$ cat src/rtl/ubg_pkg.sv
package ubg_pkg;
    typedef enum logic [1:0] {
        ST_HOLD    = 2'd0,
        ST_COUNT   = 2'd1,
        ST_STRETCH = 2'd2
    } tmr_state_e;

    localparam logic [1:0] ADDR_CTRL   = 2'd0;
    localparam logic [1:0] ADDR_DIV_LO = 2'd1;
    localparam logic [1:0] ADDR_DIV_HI = 2'd2;
    localparam logic [1:0] ADDR_MODE   = 2'd3;
endpackage

$ cat src/rtl/ubg_regs.sv
module ubg_regs
    import ubg_pkg::*;
#(
    parameter int DIV_W  = 16,
    parameter int FRAC_W = 4,
    parameter int PAT_W  = 8
) (
    input  logic              clk,
    input  logic              rst_n,
    input  logic              wr_en,
    input  logic [1:0]        wr_addr,
    input  logic [15:0]       wr_data,
    output logic              hold_o,
    output logic              sel_o,
    output logic [DIV_W-1:0]  div_o,
    output logic [FRAC_W-1:0] frac_o,
    output logic [PAT_W-1:0]  pat_o,
    output logic              os_o
);
    localparam int FRAC_LSB = 4;
    localparam int PAT_LSB  = 16 - PAT_W;

    always_ff @(posedge clk or negedge rst_n) begin
        if (!rst_n) begin
            hold_o <= 1'b1;
            sel_o  <= 1'b0;
            div_o  <= '0;
            frac_o <= '0;
            pat_o  <= '0;
            os_o   <= 1'b0;
        end else if (wr_en) begin
            unique case (wr_addr)
                ADDR_CTRL: begin
                    hold_o <= wr_data[0];
                    sel_o  <= wr_data[1];
                end
                ADDR_DIV_LO: if (hold_o) div_o[7:0] <= wr_data[7:0];
                ADDR_DIV_HI: if (hold_o) div_o[DIV_W-1:8] <= wr_data[DIV_W-9:0];
                ADDR_MODE: if (hold_o) begin
                    pat_o  <= wr_data[PAT_LSB +: PAT_W];
                    frac_o <= wr_data[FRAC_LSB +: FRAC_W];
                    os_o   <= wr_data[0];
                end
                default: ;
            endcase
        end
    end

    // configuration frozen while running
    a_r7_cfg_locked: assert property (@(posedge clk) disable iff (!rst_n)
        !hold_o |=> $stable(div_o) && $stable(frac_o) && $stable(pat_o) && $stable(os_o));
endmodule

$ cat src/rtl/ubg_mod_sched.sv
module ubg_mod_sched #(
    parameter int SAMPLES = 16,
    parameter int FRAC_W  = 4,
    parameter int PAT_W   = 8,
    localparam int SIDX_W = $clog2(SAMPLES),
    localparam int BIDX_W = $clog2(PAT_W)
) (
    input  logic [SIDX_W-1:0] sidx_i,
    input  logic [BIDX_W-1:0] bidx_i,
    input  logic [FRAC_W-1:0] frac_i,
    input  logic [PAT_W-1:0]  pat_i,
    input  logic              os_i,
    output logic              extra_o
);
    localparam int PROD_W = SIDX_W + 1 + FRAC_W;

    logic [PROD_W-1:0] acc_now;
    logic [PROD_W-1:0] acc_next;
    logic              frac_hit;
    logic              pat_hit;

    always_comb begin
        acc_now  = PROD_W'(sidx_i) * PROD_W'(frac_i);
        acc_next = acc_now + PROD_W'(frac_i);
        // an added tick whenever the running share crosses a whole step
        frac_hit = (acc_next >> SIDX_W) != (acc_now >> SIDX_W);
        pat_hit  = pat_i[bidx_i];
        if (os_i) extra_o = frac_hit || (pat_hit && (sidx_i == '0));
        else      extra_o = pat_hit;
    end
endmodule

$ cat src/rtl/ubg_timer.sv
module ubg_timer
    import ubg_pkg::*;
#(
    parameter int DIV_W   = 16,
    parameter int SAMPLES = 16,
    parameter int PAT_W   = 8,
    localparam int SIDX_W = $clog2(SAMPLES),
    localparam int BIDX_W = $clog2(PAT_W)
) (
    input  logic              clk,
    input  logic              rst_n,
    input  logic              hold_i,
    input  logic              tick_i,
    input  logic              rx_start_i,
    input  logic [DIV_W-1:0]  div_i,
    input  logic              os_i,
    input  logic              extra_i,
    output logic [SIDX_W-1:0] sidx_o,
    output logic [BIDX_W-1:0] bidx_o,
    output logic              bit_en_o,
    output logic              sample_en_o,
    output logic              mid_en_o
);
    localparam logic [SIDX_W-1:0] SIDX_LAST = SIDX_W'(SAMPLES - 1);
    localparam logic [SIDX_W-1:0] SIDX_MID  = SIDX_W'(SAMPLES / 2 - 1);

    tmr_state_e        state_q, state_d;
    logic [DIV_W-1:0]  cnt_q, cnt_d, div_eff;
    logic [SIDX_W-1:0] sidx_q, sidx_d;
    logic [BIDX_W-1:0] bidx_q, bidx_d;
    logic              last_base;
    logic              period_end;

    assign div_eff   = (div_i == '0) ? DIV_W'(1) : div_i;
    assign last_base = (cnt_q == div_eff - DIV_W'(1));
    assign sidx_o    = sidx_q;
    assign bidx_o    = bidx_q;

    // next state and counters
    always_comb begin
        state_d    = state_q;
        cnt_d      = cnt_q;
        sidx_d     = sidx_q;
        bidx_d     = bidx_q;
        period_end = 1'b0;
        if (hold_i) begin
            state_d = ST_HOLD;
            cnt_d   = '0;
            sidx_d  = '0;
            bidx_d  = '0;
        end else if (rx_start_i) begin
            state_d = ST_COUNT;
            cnt_d   = '0;
            sidx_d  = '0;
            bidx_d  = '0;
        end else begin
            unique case (state_q)
                ST_HOLD: state_d = ST_COUNT;
                ST_COUNT: if (tick_i) begin
                    if (!last_base)   cnt_d = cnt_q + DIV_W'(1);
                    else if (extra_i) state_d = ST_STRETCH;
                    else              period_end = 1'b1;
                end
                ST_STRETCH: if (tick_i) begin
                    state_d    = ST_COUNT;
                    period_end = 1'b1;
                end
                default: state_d = ST_HOLD;
            endcase
            if (period_end) begin
                cnt_d = '0;
                if (os_i) begin
                    sidx_d = sidx_q + SIDX_W'(1);
                    if (sidx_q == SIDX_LAST) bidx_d = bidx_q + BIDX_W'(1);
                end else begin
                    bidx_d = bidx_q + BIDX_W'(1);
                end
            end
        end
    end

    // state register
    always_ff @(posedge clk or negedge rst_n) begin
        if (!rst_n) begin
            state_q <= ST_HOLD;
            cnt_q   <= '0;
            sidx_q  <= '0;
            bidx_q  <= '0;
        end else begin
            state_q <= state_d;
            cnt_q   <= cnt_d;
            sidx_q  <= sidx_d;
            bidx_q  <= bidx_d;
        end
    end

    // strobe outputs
    always_ff @(posedge clk or negedge rst_n) begin
        if (!rst_n) begin
            bit_en_o    <= 1'b0;
            sample_en_o <= 1'b0;
            mid_en_o    <= 1'b0;
        end else begin
            bit_en_o    <= period_end && (!os_i || sidx_q == SIDX_LAST);
            sample_en_o <= period_end && os_i;
            mid_en_o    <= period_end && os_i && (sidx_q == SIDX_MID);
        end
    end

    // silent while held
    a_r6_quiet_when_held: assert property (@(posedge clk) disable iff (!rst_n)
        (state_q == ST_HOLD) |-> !(bit_en_o || sample_en_o || mid_en_o));
    // last sample strobe lines up with the bit strobe
    a_r10_bit_with_sample: assert property (@(posedge clk) disable iff (!rst_n)
        (os_i && bit_en_o) |-> sample_en_o);
    // no sample strobes without oversampling
    a_r10_no_sample_plain: assert property (@(posedge clk) disable iff (!rst_n)
        !os_i |-> !sample_en_o);
    // mid strobe is a sample strobe and never a bit end
    a_r11_mid_is_sample: assert property (@(posedge clk) disable iff (!rst_n)
        mid_en_o |-> (sample_en_o && !bit_en_o));
    // tick counter stays below the effective divisor
    a_r5_cnt_bound: assert property (@(posedge clk) disable iff (!rst_n)
        (state_q != ST_HOLD) |-> (cnt_q < div_eff));
    // start edge clears everything and yields no strobe
    a_r12_resync: assert property (@(posedge clk) disable iff (!rst_n)
        (rx_start_i && !hold_i) |=> (cnt_q == '0 && sidx_q == '0 && bidx_q == '0 && !bit_en_o));
endmodule

$ cat src/rtl/uart_bitclk_gen.sv
module uart_bitclk_gen #(
    parameter int DIV_W   = 16,
    parameter int SAMPLES = 16,
    parameter int FRAC_W  = 4,
    parameter int PAT_W   = 8
) (
    input  logic        clk,
    input  logic        rst_n,
    input  logic        reg_wr,
    input  logic [1:0]  reg_addr,
    input  logic [15:0] reg_wdata,
    input  logic        tick_a,
    input  logic        tick_b,
    input  logic        rx_start,
    output logic        bit_en,
    output logic        sample_en,
    output logic        mid_en
);
    localparam int SIDX_W = $clog2(SAMPLES);
    localparam int BIDX_W = $clog2(PAT_W);

    logic              hold, sel, os, extra, tick;
    logic [DIV_W-1:0]  div;
    logic [FRAC_W-1:0] frac;
    logic [PAT_W-1:0]  pat;
    logic [SIDX_W-1:0] sidx;
    logic [BIDX_W-1:0] bidx;

    assign tick = sel ? tick_b : tick_a;

    ubg_regs #(.DIV_W(DIV_W), .FRAC_W(FRAC_W), .PAT_W(PAT_W)) u_regs (
        .clk(clk), .rst_n(rst_n), .wr_en(reg_wr), .wr_addr(reg_addr),
        .wr_data(reg_wdata), .hold_o(hold), .sel_o(sel), .div_o(div),
        .frac_o(frac), .pat_o(pat), .os_o(os)
    );

    ubg_mod_sched #(.SAMPLES(SAMPLES), .FRAC_W(FRAC_W), .PAT_W(PAT_W)) u_sched (
        .sidx_i(sidx), .bidx_i(bidx), .frac_i(frac), .pat_i(pat),
        .os_i(os), .extra_o(extra)
    );

    ubg_timer #(.DIV_W(DIV_W), .SAMPLES(SAMPLES), .PAT_W(PAT_W)) u_timer (
        .clk(clk), .rst_n(rst_n), .hold_i(hold), .tick_i(tick),
        .rx_start_i(rx_start), .div_i(div), .os_i(os), .extra_i(extra),
        .sidx_o(sidx), .bidx_o(bidx), .bit_en_o(bit_en),
        .sample_en_o(sample_en), .mid_en_o(mid_en)
    );
endmodule

$ cat config.mk
export PLATFORM = sky130hd
export DESIGN_NAME = uart_bitclk_gen
export DESIGN_NICKNAME = d
export VERILOG_FILES = /design/src/rtl/ubg_pkg.sv /design/src/rtl/ubg_regs.sv /design/src/rtl/ubg_mod_sched.sv /design/src/rtl/ubg_timer.sv /design/src/rtl/uart_bitclk_gen.sv
export SDC_FILE = /design/constraint.sdc
export NUM_CORES = 1
export LEC_CHECK = 0
export CAP_MARGIN = 20
export CORE_ASPECT_RATIO = 1.75
export CORE_MARGIN = 3
export CORE_UTILIZATION = 52
export DETAILED_ROUTE_END_ITERATION = 8
export PLACE_DENSITY = 0.8
export SETUP_SLACK_MARGIN = 0.15
export SKIP_LAST_GASP = 1
export SLEW_MARGIN = 20
export SYNTH_ARGS = -nofsm -noshare
export SYNTH_HDL_FRONTEND = slang
export SYNTH_SLANG_ARGS = --single-unit
$ cat constraint.sdc
create_clock -name clk -period 5.45 [get_ports clk]
set_input_delay 1.3625 -clock clk [delete_from_list [all_inputs] [get_ports clk]]
set_output_delay 1.3625 -clock clk [all_outputs]
set_load 0.05 [all_outputs]
# After elaboration in Yosys (flattened, before gate mapping)
# Index checks and enable logic that the tools add are counted.
[totals] reg_bits=59 inputBits=24 out_inout_bits=3 wordCells=95
[op_classes] add_sub_neg=5 n_mul=1 magnitude_cmp=1 eq_ne=15 n_mux=36 reduce_logical=23
[op_table] operator="2-to-1 mux 16 bit" n=7
[op_table] operator="adder 16 x 1 -> 16 bit, second input constant" n=1
[op_table] operator="== test 16 bit" n=1
[op_table] operator="zero test 16 bit" n=1
[op_table] operator="2-to-1 mux 4 bit" n=4
[op_table] operator="inequality test 4 bit, second input constant" n=4
[op_table] operator="subtractor 16 x 1 -> 16 bit, second input constant" n=1
[op_table] operator="2-to-1 mux 3 bit" n=5
[op_table] operator="2-to-1 mux 2 bit" n=6
[op_table] operator="AND reduction 3 bit" n=4
[op_table] operator="2-to-1 mux 1 bit" n=11
[op_table] operator="adder 8 x 4 -> 9 bit" n=1
[op_table] operator="multiplier 4 x 4 -> 8 bit" n=1
[op_table] operator="nonzero test 4 bit" n=2
[op_table] operator="== test 2 bit, second input constant" n=3
[op_table] operator="case mux 2 bit (3 select lines)" n=1
[op_table] operator="AND reduction 2 bit" n=3
[op_table] operator="nonzero test 3 bit" n=2
[op_table] operator="inequality test 5 x 4 -> 1 bit" n=1
[op_table] operator="adder 4 x 1 -> 4 bit, second input constant" n=1
[op_table] operator="== test 2 x 1 -> 1 bit, second input constant" n=2
[op_table] operator="== test 4 x 3 -> 1 bit, second input constant" n=1
[op_table] operator="== test 4 bit, second input constant" n=1
[op_table] operator="logical AND 1 bit" n=4
[op_table] operator="11 further kinds" n=13

# Depth between registers and ports, before layout
# Gate-level depths: netlist of run 1.
[depth] word_depth=15 mapped_depth=16 depth_no_buf=12

# Cells and area by module
# Synthesis of run 1 repeated with hierarchy kept, for this count alone.
[unflattened] cells_unflattened=361 hier_area_um2=3839.9
[modules_own_cells] module="ubg_timer" n_inst=1 cells_per_inst=264 area_each_um2=2288.4 seq_area_each_um2=700.7
[modules_own_cells] module="ubg_regs" n_inst=1 cells_per_inst=67 area_each_um2=1233.7 seq_area_each_um2=777.0
[modules_own_cells] module="ubg_mod_sched" n_inst=1 cells_per_inst=29 area_each_um2=302.8 seq_area_each_um2=0.0
[modules_own_cells] module="uart_bitclk_gen" n_inst=1 cells_per_inst=1 area_each_um2=15.0 seq_area_each_um2=0.0

# Least setup slack after synthesis of run 1
# OpenSTA, ideal clock, no wires.
[synth_path] path_kind="register to register" startpoint="register u_timer.sidx_q[2], in the netlist u_timer.sidx_o[2]" endpoint="register u_timer.sidx_q[3], in the netlist u_timer.sidx_o[3]" setup_ns=0.078 arrival_ns=3.918 slack_ns=1.454 path_stages_with_launch=13 synth_period_minus_slack_ns=3.996 cell_sequence="dfrtp_1 > clkbuf_1 > nand2_1 > fa_1 > inv_1 > fa_1 > fa_1 > ha_1 > a211oi_1 > o221ai_1 > o41a_4 > or4_1 > a21oi_1"
[synth_between] elab_chain_len=13
[synth_lines] item="start, declared" line="ubg_timer.sv:29" text="logic [SIDX_W-1:0] sidx_q, sidx_d;"
[synth_lines] item="start signal, assigned" line="ubg_timer.sv:92" text="sidx_q <= sidx_d;"
[synth_lines] item="multiplier 4 x 4 -> 8 bit" line="ubg_mod_sched.sv:23" text="acc_now = PROD_W'(sidx_i) * PROD_W'(frac_i);"
[synth_lines] item="adder 8 x 4 -> 9 bit" line="ubg_mod_sched.sv:24" text="acc_next = acc_now + PROD_W'(frac_i);"
[synth_lines] item="inequality test 5 x 4 -> 1 bit" line="ubg_mod_sched.sv:26" text="frac_hit = (acc_next >> SIDX_W) != (acc_now >> SIDX_W);"
[synth_lines] item="logical OR 1 bit" line="ubg_mod_sched.sv:28" text="if (os_i) extra_o = frac_hit || (pat_hit && (sidx_i == '0));"
[synth_lines] item="2-to-1 mux 1 bit" line="ubg_mod_sched.sv:28"
[synth_lines] item="2-to-1 mux 1 bit" line="ubg_timer.sv:61" text="else if (extra_i) state_d = ST_STRETCH;"
[synth_lines] item="2-to-1 mux 1 bit" line="ubg_timer.sv:60" text="if (!last_base) cnt_d = cnt_q + DIV_W'(1);"
[synth_lines] item="2-to-1 mux 1 bit" line="ubg_timer.sv:59" text="ST_COUNT: if (tick_i) begin"
[synth_lines] item="case mux 1 bit (2 select lines)" line="ubg_timer.sv:57" text="unique case (state_q)"
[synth_lines] item="2-to-1 mux 1 bit" line="ubg_timer.sv:51" text="end else if (rx_start_i) begin"
[synth_lines] item="2-to-1 mux 1 bit" line="ubg_timer.sv:46" text="if (hold_i) begin"
[synth_lines] item="nonzero test 3 bit (no line)"
[synth_lines] item="AND reduction 2 bit (no line)"
# Parallel ways exist; a longest one is shown, timed or not. The select of a mux whose other input is x is not followed.
# A chain may end at the register's enable or synchronous reset.

# Final worst setup path of run 1
[layout_path] startpoint="register u_regs.div_o[5]" endpoint="register u_timer.cnt_q[10]"
[layout_between] elab_chain_len=12
[layout_lines] item="start, declared" line="ubg_regs.sv:15" text="output logic [DIV_W-1:0] div_o,"
[layout_lines] item="start signal, assigned" line="ubg_regs.sv:37" text="ADDR_DIV_LO: if (hold_o) div_o[7:0] <= wr_data[7:0];"
[layout_lines] item="start signal, assigned by index" line="ubg_regs.sv:38" text="ADDR_DIV_HI: if (hold_o) div_o[DIV_W-1:8] <= wr_data[DIV_W-9:0];"
[layout_lines] item="zero test 16 bit" line="ubg_timer.sv:34" text="assign div_eff = (div_i == '0) ? DIV_W'(1) : div_i;"
[layout_lines] item="2-to-1 mux 16 bit (*)" line="ubg_timer.sv:34"
[layout_lines] item="subtractor 16 x 1 -> 16 bit (*)" line="ubg_timer.sv:35" text="assign last_base = (cnt_q == div_eff - DIV_W'(1));"
[layout_lines] item="== test 16 bit (*)" line="ubg_timer.sv:35"
[layout_lines] item="2-to-1 mux 1 bit" line="ubg_timer.sv:60"
[layout_lines] item="2-to-1 mux 1 bit" line="ubg_timer.sv:59"
[layout_lines] item="case mux 1 bit (2 select lines)" line="ubg_timer.sv:57"
[layout_lines] item="2-to-1 mux 1 bit" line="ubg_timer.sv:51"
[layout_lines] item="2-to-1 mux 1 bit" line="ubg_timer.sv:46"
[layout_lines] item="2-to-1 mux 16 bit" line="ubg_timer.sv:70" text="if (period_end) begin"
[layout_lines] item="2-to-1 mux 16 bit" line="ubg_timer.sv:51"
[layout_lines] item="2-to-1 mux 16 bit" line="ubg_timer.sv:46"
[layout_lines] item="end signal, assigned" line="ubg_timer.sv:91" text="cnt_q <= cnt_d;"
[layout_lines] item="end, declared" line="ubg_timer.sv:28" text="logic [DIV_W-1:0] cnt_q, cnt_d, div_eff;"
# Every way passes the cells marked *; elsewhere a longest branch is shown, timed or not. The select of a mux whose other input is x is not followed.

==> results.json, run 1 <==
{
  "wl_per_cell_um": 18.4,
  "fp.dieArea_sq_mm": 0.00827,
  "pre_cts_ws_ns": 0.870,
  "syn2layout_area_growth_pct": 17.2,
  "gp_congestion": 0.905,
  "antenna_found_initial": 0,
  "vias": 2955,
  "nets": 427,
  "cts_tree": "yes",
  "peakVddDrop_v": 0.000311,
  "synth_top_family_by_area": "simple AND/OR/NAND/NOR gates",
  "synth_simple_gate_area_share_pct": 18.9,
  "clock-sinks": 59,
  "synth_edf_count": 0,
  "drt_iter0_markers": 161,
  "fp.coreArea_sq_mm": 0.00691,
  "hold_path_class": "reg -> reg",
  "drc": 0,
  "clk_latency_ns": 0.33,
  "start_util_pct": 54.0,
  "grt_pass1_vias": 3111,
  "synthMuxAreaShare_pct": 12.2,
  "worstSetupPathType": "reg -> reg",
  "die_w_um": 70.0,
  "whs_ns": 0.506,
  "powerDensity_mw_per_mm2": 379,
  "r2r-end": "u_timer.cnt_q[10]",
  "antenna_cells": 0,
  "grt_remaining_overflow": 0,
  "fmax_mhz": 226,
  "setup_tns_ns": 0,
  "leakagePower_uw": 0.00179,
  "cp-end-kind": "flip-flop",
  "reg2reg_depth": 11,
  "synth_xor_area_share_pct": 4.69,
  "crit_end": "u_timer.cnt_q[10]",
  "hold_buffers": 0,
  "r2r_slack_ns": 1.03,
  "num_io_pins": 27,
  "min_period_ns": 4.42,
  "drv_cap": 0,
  "place_hpwl_mm": 6.52,
  "yosysTopAreaCellShare_pct": 38.9,
  "ys_seq_elements": 59,
  "routed_via_density": 6.25,
  "synth_flop_cell": "dfrtp_1",
  "io_buffers": 26,
  "tightest_slew_ns": 0.763,
  "post-route-period-util_pct": 81.0,
  "cp.arrival_ns": 4.60,
  "synthArstFlopShare_pct": 100,
  "synth_nets": 401,
  "synth_top_cells_by_area": "dfrtp_1 (39%), mux2_2 (9.4%), ha_1 (5.4%)",
  "synth_compound_area_share_pct": 15.2,
  "dr.pass1.iters": 4,
  "cts-root-buf": "clkbuf_16",
  "setup.worst_path.start": "u_regs.div_o[5]",
  "cts_buffers": 9,
  "grt_pass1_wl_mm": 15.0,
  "clock_path_buffers": 2,
  "die_h_um": 118,
  "postCtsSetupBuffers": 0,
  "synthAdderAreaFrac_pct": 6.97,
  "r2r-start": "u_regs.div_o[5]",
  "cp-start-kind": "flip-flop",
  "clock_skew_ns": 0.00720,
  "rsz0062_at_grt": "no",
  "synth_top_cell_by_area": "dfrtp_1",
  "drive_above_1_share_pct": 16.7,
  "path_clk_slew_ns": 0.05,
  "post_cts_resized": 0,
  "wl_mm": 8.72,
  "grt_max_degree": 60,
  "antenna_left": 0,
  "crit_required_ns": 5.64,
  "yosysSeqAreaShare_pct": 39.6,
  "htreeDepth": 3,
  "hold_viol": 0,
  "whs_path_depth": 1,
  "grt_util_all_layers_pct": 23.0,
  "syn_area_sq_mm": 0.00373,
  "slew_headroom_pct": 48.6,
  "yosysWarningCount": 0,
  "setup_ws_ns": 1.03,
  "syn_inst": 358,
  "synth_area_per_cell_sq_um": 10.4,
  "synthDistinctLibCells": 58,
  "worst-path-max-fanout": 16,
  "rows": 40,
  "status": "complete, no violations",
  "finalSetupViolCount": 0,
  "slew_viol_final": 0
}
==> metrics by stage <==
step                cells  util (%)  cell area (sq um)  total power, uW
global placement      457      58.5               4040             1030
detailed placement    457      58.5               4040             1050
floorplan             358         -               3730              929
global route          473      63.4               4380             1750
finish                473      63.4               4380             1660
CTS                   473      63.3               4370             1670
==> kinds of logic (layout without fill, tap and decap cells) <==
group | after synthesis | in the layout
xor+xnor | 20 | 20
compound gates | 81 | 81
fa+ha+maj | 19 | 19
simple gates | 119 | 119
flops | 59 | 59
buf+inv | 21 | 52
mux | 39 | 39
==> final cells by class <==
class | instances | area, sq um
fill | 566 | 2530
multi-input combinational | 278 | 2170
sequential | 59 | 1480
timing repair buffer | 27 | 263
clock buffer | 10 | 239
tap | 84 | 105
clock inverter | 6 | 88.8
inverter | 9 | 33.8
==> synthesized netlist by cell type, types with 2 or more instances <==
library cell,instances
inv_1,9
a311oi_1,2
nand2b_1,2
buf_2,4
nor2_1,21
fa_1,3
or3_1,9
dfrtp_1,58
a41o_1,2
mux2i_1,5
ha_1,16
a211oi_1,5
o21ai_1,6
nand4b_1,2
nor2b_1,2
xor2_1,10
clkbuf_1,7
nand3_1,12
o21ai_0,7
a31o_1,2
nor4_4,3
and3_1,7
xnor2_1,10
nor3b_1,2
nand2_1,22
or2_2,2
mux2_2,31
nand4_1,7
and4_1,2
mux4_2,2
o31ai_1,9
nor4_1,3
and2_1,9
a31oi_1,6
or4_1,9
a21oi_1,28
==> critical path, cell delays in order, from the launching register on <==
cell,delay [ns]
dfrtp_1,0.47
nor4_4,0.58
a41oi_1,0.28
ha_1,0.30
nor3b_2,0.23
and2_1,0.18
or4b_2,0.68
a31oi_1,0.18
nand4_1,0.17
o41a_4,0.53
o21ai_2,0.56
nor2_1,0.11
==> how the worst min path moves through the flow <==
stage | from | endpoint | slack (ns)
after detailed placement | u_regs.pat_o[6] | u_regs.pat_o[6] | 0.50
after CTS | u_regs.pat_o[6] | u_regs.pat_o[6] | 0.51
after global routing | u_regs.pat_o[3] | u_regs.pat_o[3] | 0.52
after floorplan | u_regs.pat_o[6] | u_regs.pat_o[6] | 0.47
final | u_regs.pat_o[7] | u_regs.pat_o[7] | 0.51
after global placement | u_regs.pat_o[3] | u_regs.pat_o[3] | 0.49
==> cells in the final DEF (no fill, tap or decap), types with 3 or more instances in the layout <==
cell type,n
fa_1,3
nand4_1,7
dfrtp_1,58
a31oi_1,6
o21ai_1,6
nor4_1,3
and3_1,7
ha_1,16
or3_1,9
nand2_1,22
xor2_1,10
mux2_2,31
nor2_1,21
mux2i_1,5
clkdlybuf4s50_1,25
a211oi_1,5
xnor2_1,10
o31ai_1,9
o21ai_0,7
a21oi_1,28
and2_1,9
nand3_1,12
nor4_4,3
inv_1,9
clkbuf_16,9
or4_1,9
==> state kept, by name (all words and copies together), names as in the netlist <==
name                 flops
u_regs.div_o            16
u_timer.bit_en_o         1
u_timer.bidx_o           3
u_timer.sidx_o           4
u_regs.frac_o            4
u_regs.os_o              1
u_regs.hold_o            1
u_timer.cnt_q           16
u_timer.mid_en_o         1
u_timer.sample_en_o      1
u_regs.pat_o             8
u_timer.state_q          2
u_regs.sel_o             1
==> per-layer routing <==
metal	share of wire, %	vias to the layer above	GRT usage [%]
met1	36	1430	23.5
met3	3.1	36	5.13
met2	57	79	42.2
met4	4.7	0	12.6
li1	-	1410	-
met5	0	-	0
==> where the power goes <==
group	switching [uW]	internal (uW)	total, uW
clock	200	412	612
sequential	124	521	645
combinational	204	199	404
total	528	1130	1660
Power figures use the tool's default switching activity.
==> run 2, diff against run 1 <==
PLACE_DENSITY = 0.83   (was 0.8)
clock period = 3.8 ns   (was 5.45 ns; I/O delays follow)
==> run 2 against run 1 <==
Sequential power grew 40%. Count of clock-buffer cells in the layout unchanged. Sequential cell count did not move. Maximum frequency increased by 18%. Global-route usage grew 0.96 points. Core utilization up 4.9 points. Clock skew increased by 0.0024 ns. Critical endpoint is now u_timer.sidx_o[3]. Largest cell class unchanged. Largest power group unchanged.
==> results.json, run 2 (synthesized netlist as in run 1, its figures left out) <==
{
  "cts_tree": "yes",
  "die_h_um": 118,
  "crit_required_ns": 4.06,
  "grt_max_degree": 41,
  "most-common-layout-cells": "dfrtp_1 (57), mux2_2 (31), buf_4 (27)",
  "finalSetupViolCount": 0,
  "multi_input_area_sq_mm": 0.00232,
  "nets": 457,
  "fp.coreArea_sq_mm": 0.00691,
  "register_area_sq_mm": 0.00148,
  "syn2layout_area_growth_pct": 26.2,
  "place_hpwl_mm": 6.95,
  "peakVddDrop_v": 0.000471,
  "drc": 0,
  "clock_skew_ns": 0.00956,
  "drt_iter0_markers": 208,
  "antenna_cells": 0,
  "num_io_pins": 27,
  "rsz0062_at_grt": "yes",
  "hold_viol": 0,
  "grt_util_all_layers_pct": 24.0,
  "antenna_found_initial": 0,
  "path_clk_slew_ns": 0.05,
  "gp_congestion": 0.919,
  "grt_pass1_wl_mm": 15.5,
  "power_frac_clock_pct": 30.4,
  "worst-path-max-fanout": 4,
  "rows": 40,
  "p_sw_share_pct": 34.6,
  "clock-sinks": 59,
  "start_util_pct": 54.0,
  "dr.pass1.iters": 4,
  "setup_ws_ns": 0.0631,
  "hold_path_class": "reg -> reg",
  "leakagePower_uw": 0.00193,
  "io_buffers": 26,
  "powerDensity_mw_per_mm2": 510,
  "die_w_um": 70.0,
  "cp-start-kind": "flip-flop",
  "grt_remaining_overflow": 0,
  "htreeDepth": 3,
  "cp.arrival_ns": 4.00,
  "combinationalPowerShare_pct": 32.0,
  "routed_via_density": 6.41,
  "n_fill_cell": 496,
  "status": "complete, no violations",
  "cp-end-kind": "flip-flop",
  "post-route-period-util_pct": 98.3,
  "drv_cap": 0,
  "wl_per_cell_um": 19.8,
  "sequentialPowerShare_pct": 37.6,
  "tightest_slew_ns": 0.706,
  "drive_above_1_share_pct": 28.6,
  "wl_mm": 9.97,
  "finish.utilization_pct": 68.2,
  "grt_pass1_vias": 3355,
  "antenna_left": 0,
  "vias": 3225,
  "clock_path_buffers": 2,
  "worstSetupPathType": "reg -> reg",
  "slew_viol_final": 0,
  "fmax_mhz": 268,
  "setup_tns_ns": 0,
  "cts_buffers": 9,
  "cts-root-buf": "clkbuf_16",
  "clk_latency_ns": 0.33,
  "min_period_ns": 3.74,
  "largestRegisters": "u_regs.div_o x16, u_timer.cnt_q x16, u_regs.pat_o x8",
  "pre_cts_ws_ns": 0.0692,
  "intPower_uw": 1570,
  "fp.dieArea_sq_mm": 0.00827,
  "layout_commonest_cell": "dfrtp_1",
  "p_sw_uw": 831,
  "slew_headroom_pct": 51.6
}
-- run 2: changes by cell type in the layout (fill, tap and decap cells not counted), sizes merged --
cell / previous run / this run
clkinvlp: 2 / 3
inv: 9 / 10
bufinv: 2 / 0
buf: 2 / 32
-- run 2: power by group through the flow --
stage               Combinational, uW  Clock [uW]  Sequential, uW
detailed placement                679           0             905
CTS                               709         740             893
finish                            768         731             903
global placement                  656           0             895
global route                      841         768             921
floorplan                         477           0             868
-- run 2: per-stage QoR --
stage | cell area [sq um] | hold WS (ns) | std cells | total power, uW
4_1_cts | 4530 | 0.504 | 497 | 2340
3_3_place_gp | 4210 | 0.485 | 476 | 1550
2_1_floorplan | 3760 | 0.474 | 358 | 1340
6_report | 4710 | 0.504 | 503 | 2400
3_5_place_dp | 4210 | 0.492 | 476 | 1580
5_1_grt | 4710 | 0.524 | 503 | 2530
-- run 2: final timing paths --
path                             startpoint                end  slack, ns  depth (start not counted)
max                        u_regs.frac_o[2]  u_timer.sidx_o[3]       0.06                         11
min                         u_regs.pat_o[5]    u_regs.pat_o[5]       0.50                          1
max reg2reg                u_regs.frac_o[2]  u_timer.sidx_o[3]       0.06                         11
min reg2reg                 u_regs.pat_o[5]    u_regs.pat_o[5]       0.50                          1
max in group asynchronous             rst_n  u_timer.cnt_q[13]       2.36                          2
min in group asynchronous             rst_n    u_regs.div_o[2]       0.55                          1
-- run 2: area by class of cell --
cell class / instances / share of cell area, %
clock buffers: 10 / 4.86
multi-input cells: 278 / 49.2
well taps: 84 / 2.23
flip-flops and latches: 59 / 31.4
inverters: 9 / 0.717
repair buffers: 57 / 10.8
clock inverters: 6 / 0.876
-- run 2: worst max-delay path, cell delays in order, from the launching register on --
cell	delay (ns)
dfrtp_1	0.43
nand2_2	0.08
fa_1	0.53
inv_2	0.04
fa_1	0.47
fa_1	0.58
ha_4	0.22
o21ai_4	0.14
o221ai_4	0.15
o41a_4	0.39
or4_4	0.52
a21oi_2	0.12
-- run 2: what timing repair did --
item / in CTS / in global routing
setup endpoints to repair: 22 / 25
gates cloned: 0 / 1
gates resized for setup: 3 / 32
hold endpoints to repair: 0 / 0
buffers inserted: 5 / 5
pin swaps: 2 / 12
hold buffers: 0 / 0
-- run 2: metal layers --
layer  share of wire [%]  GRT usage [%]
met1                  35           23.9
met2                  55           43.7
met3                 4.2           5.04
met4                 5.5           15.3
met5                   0              0
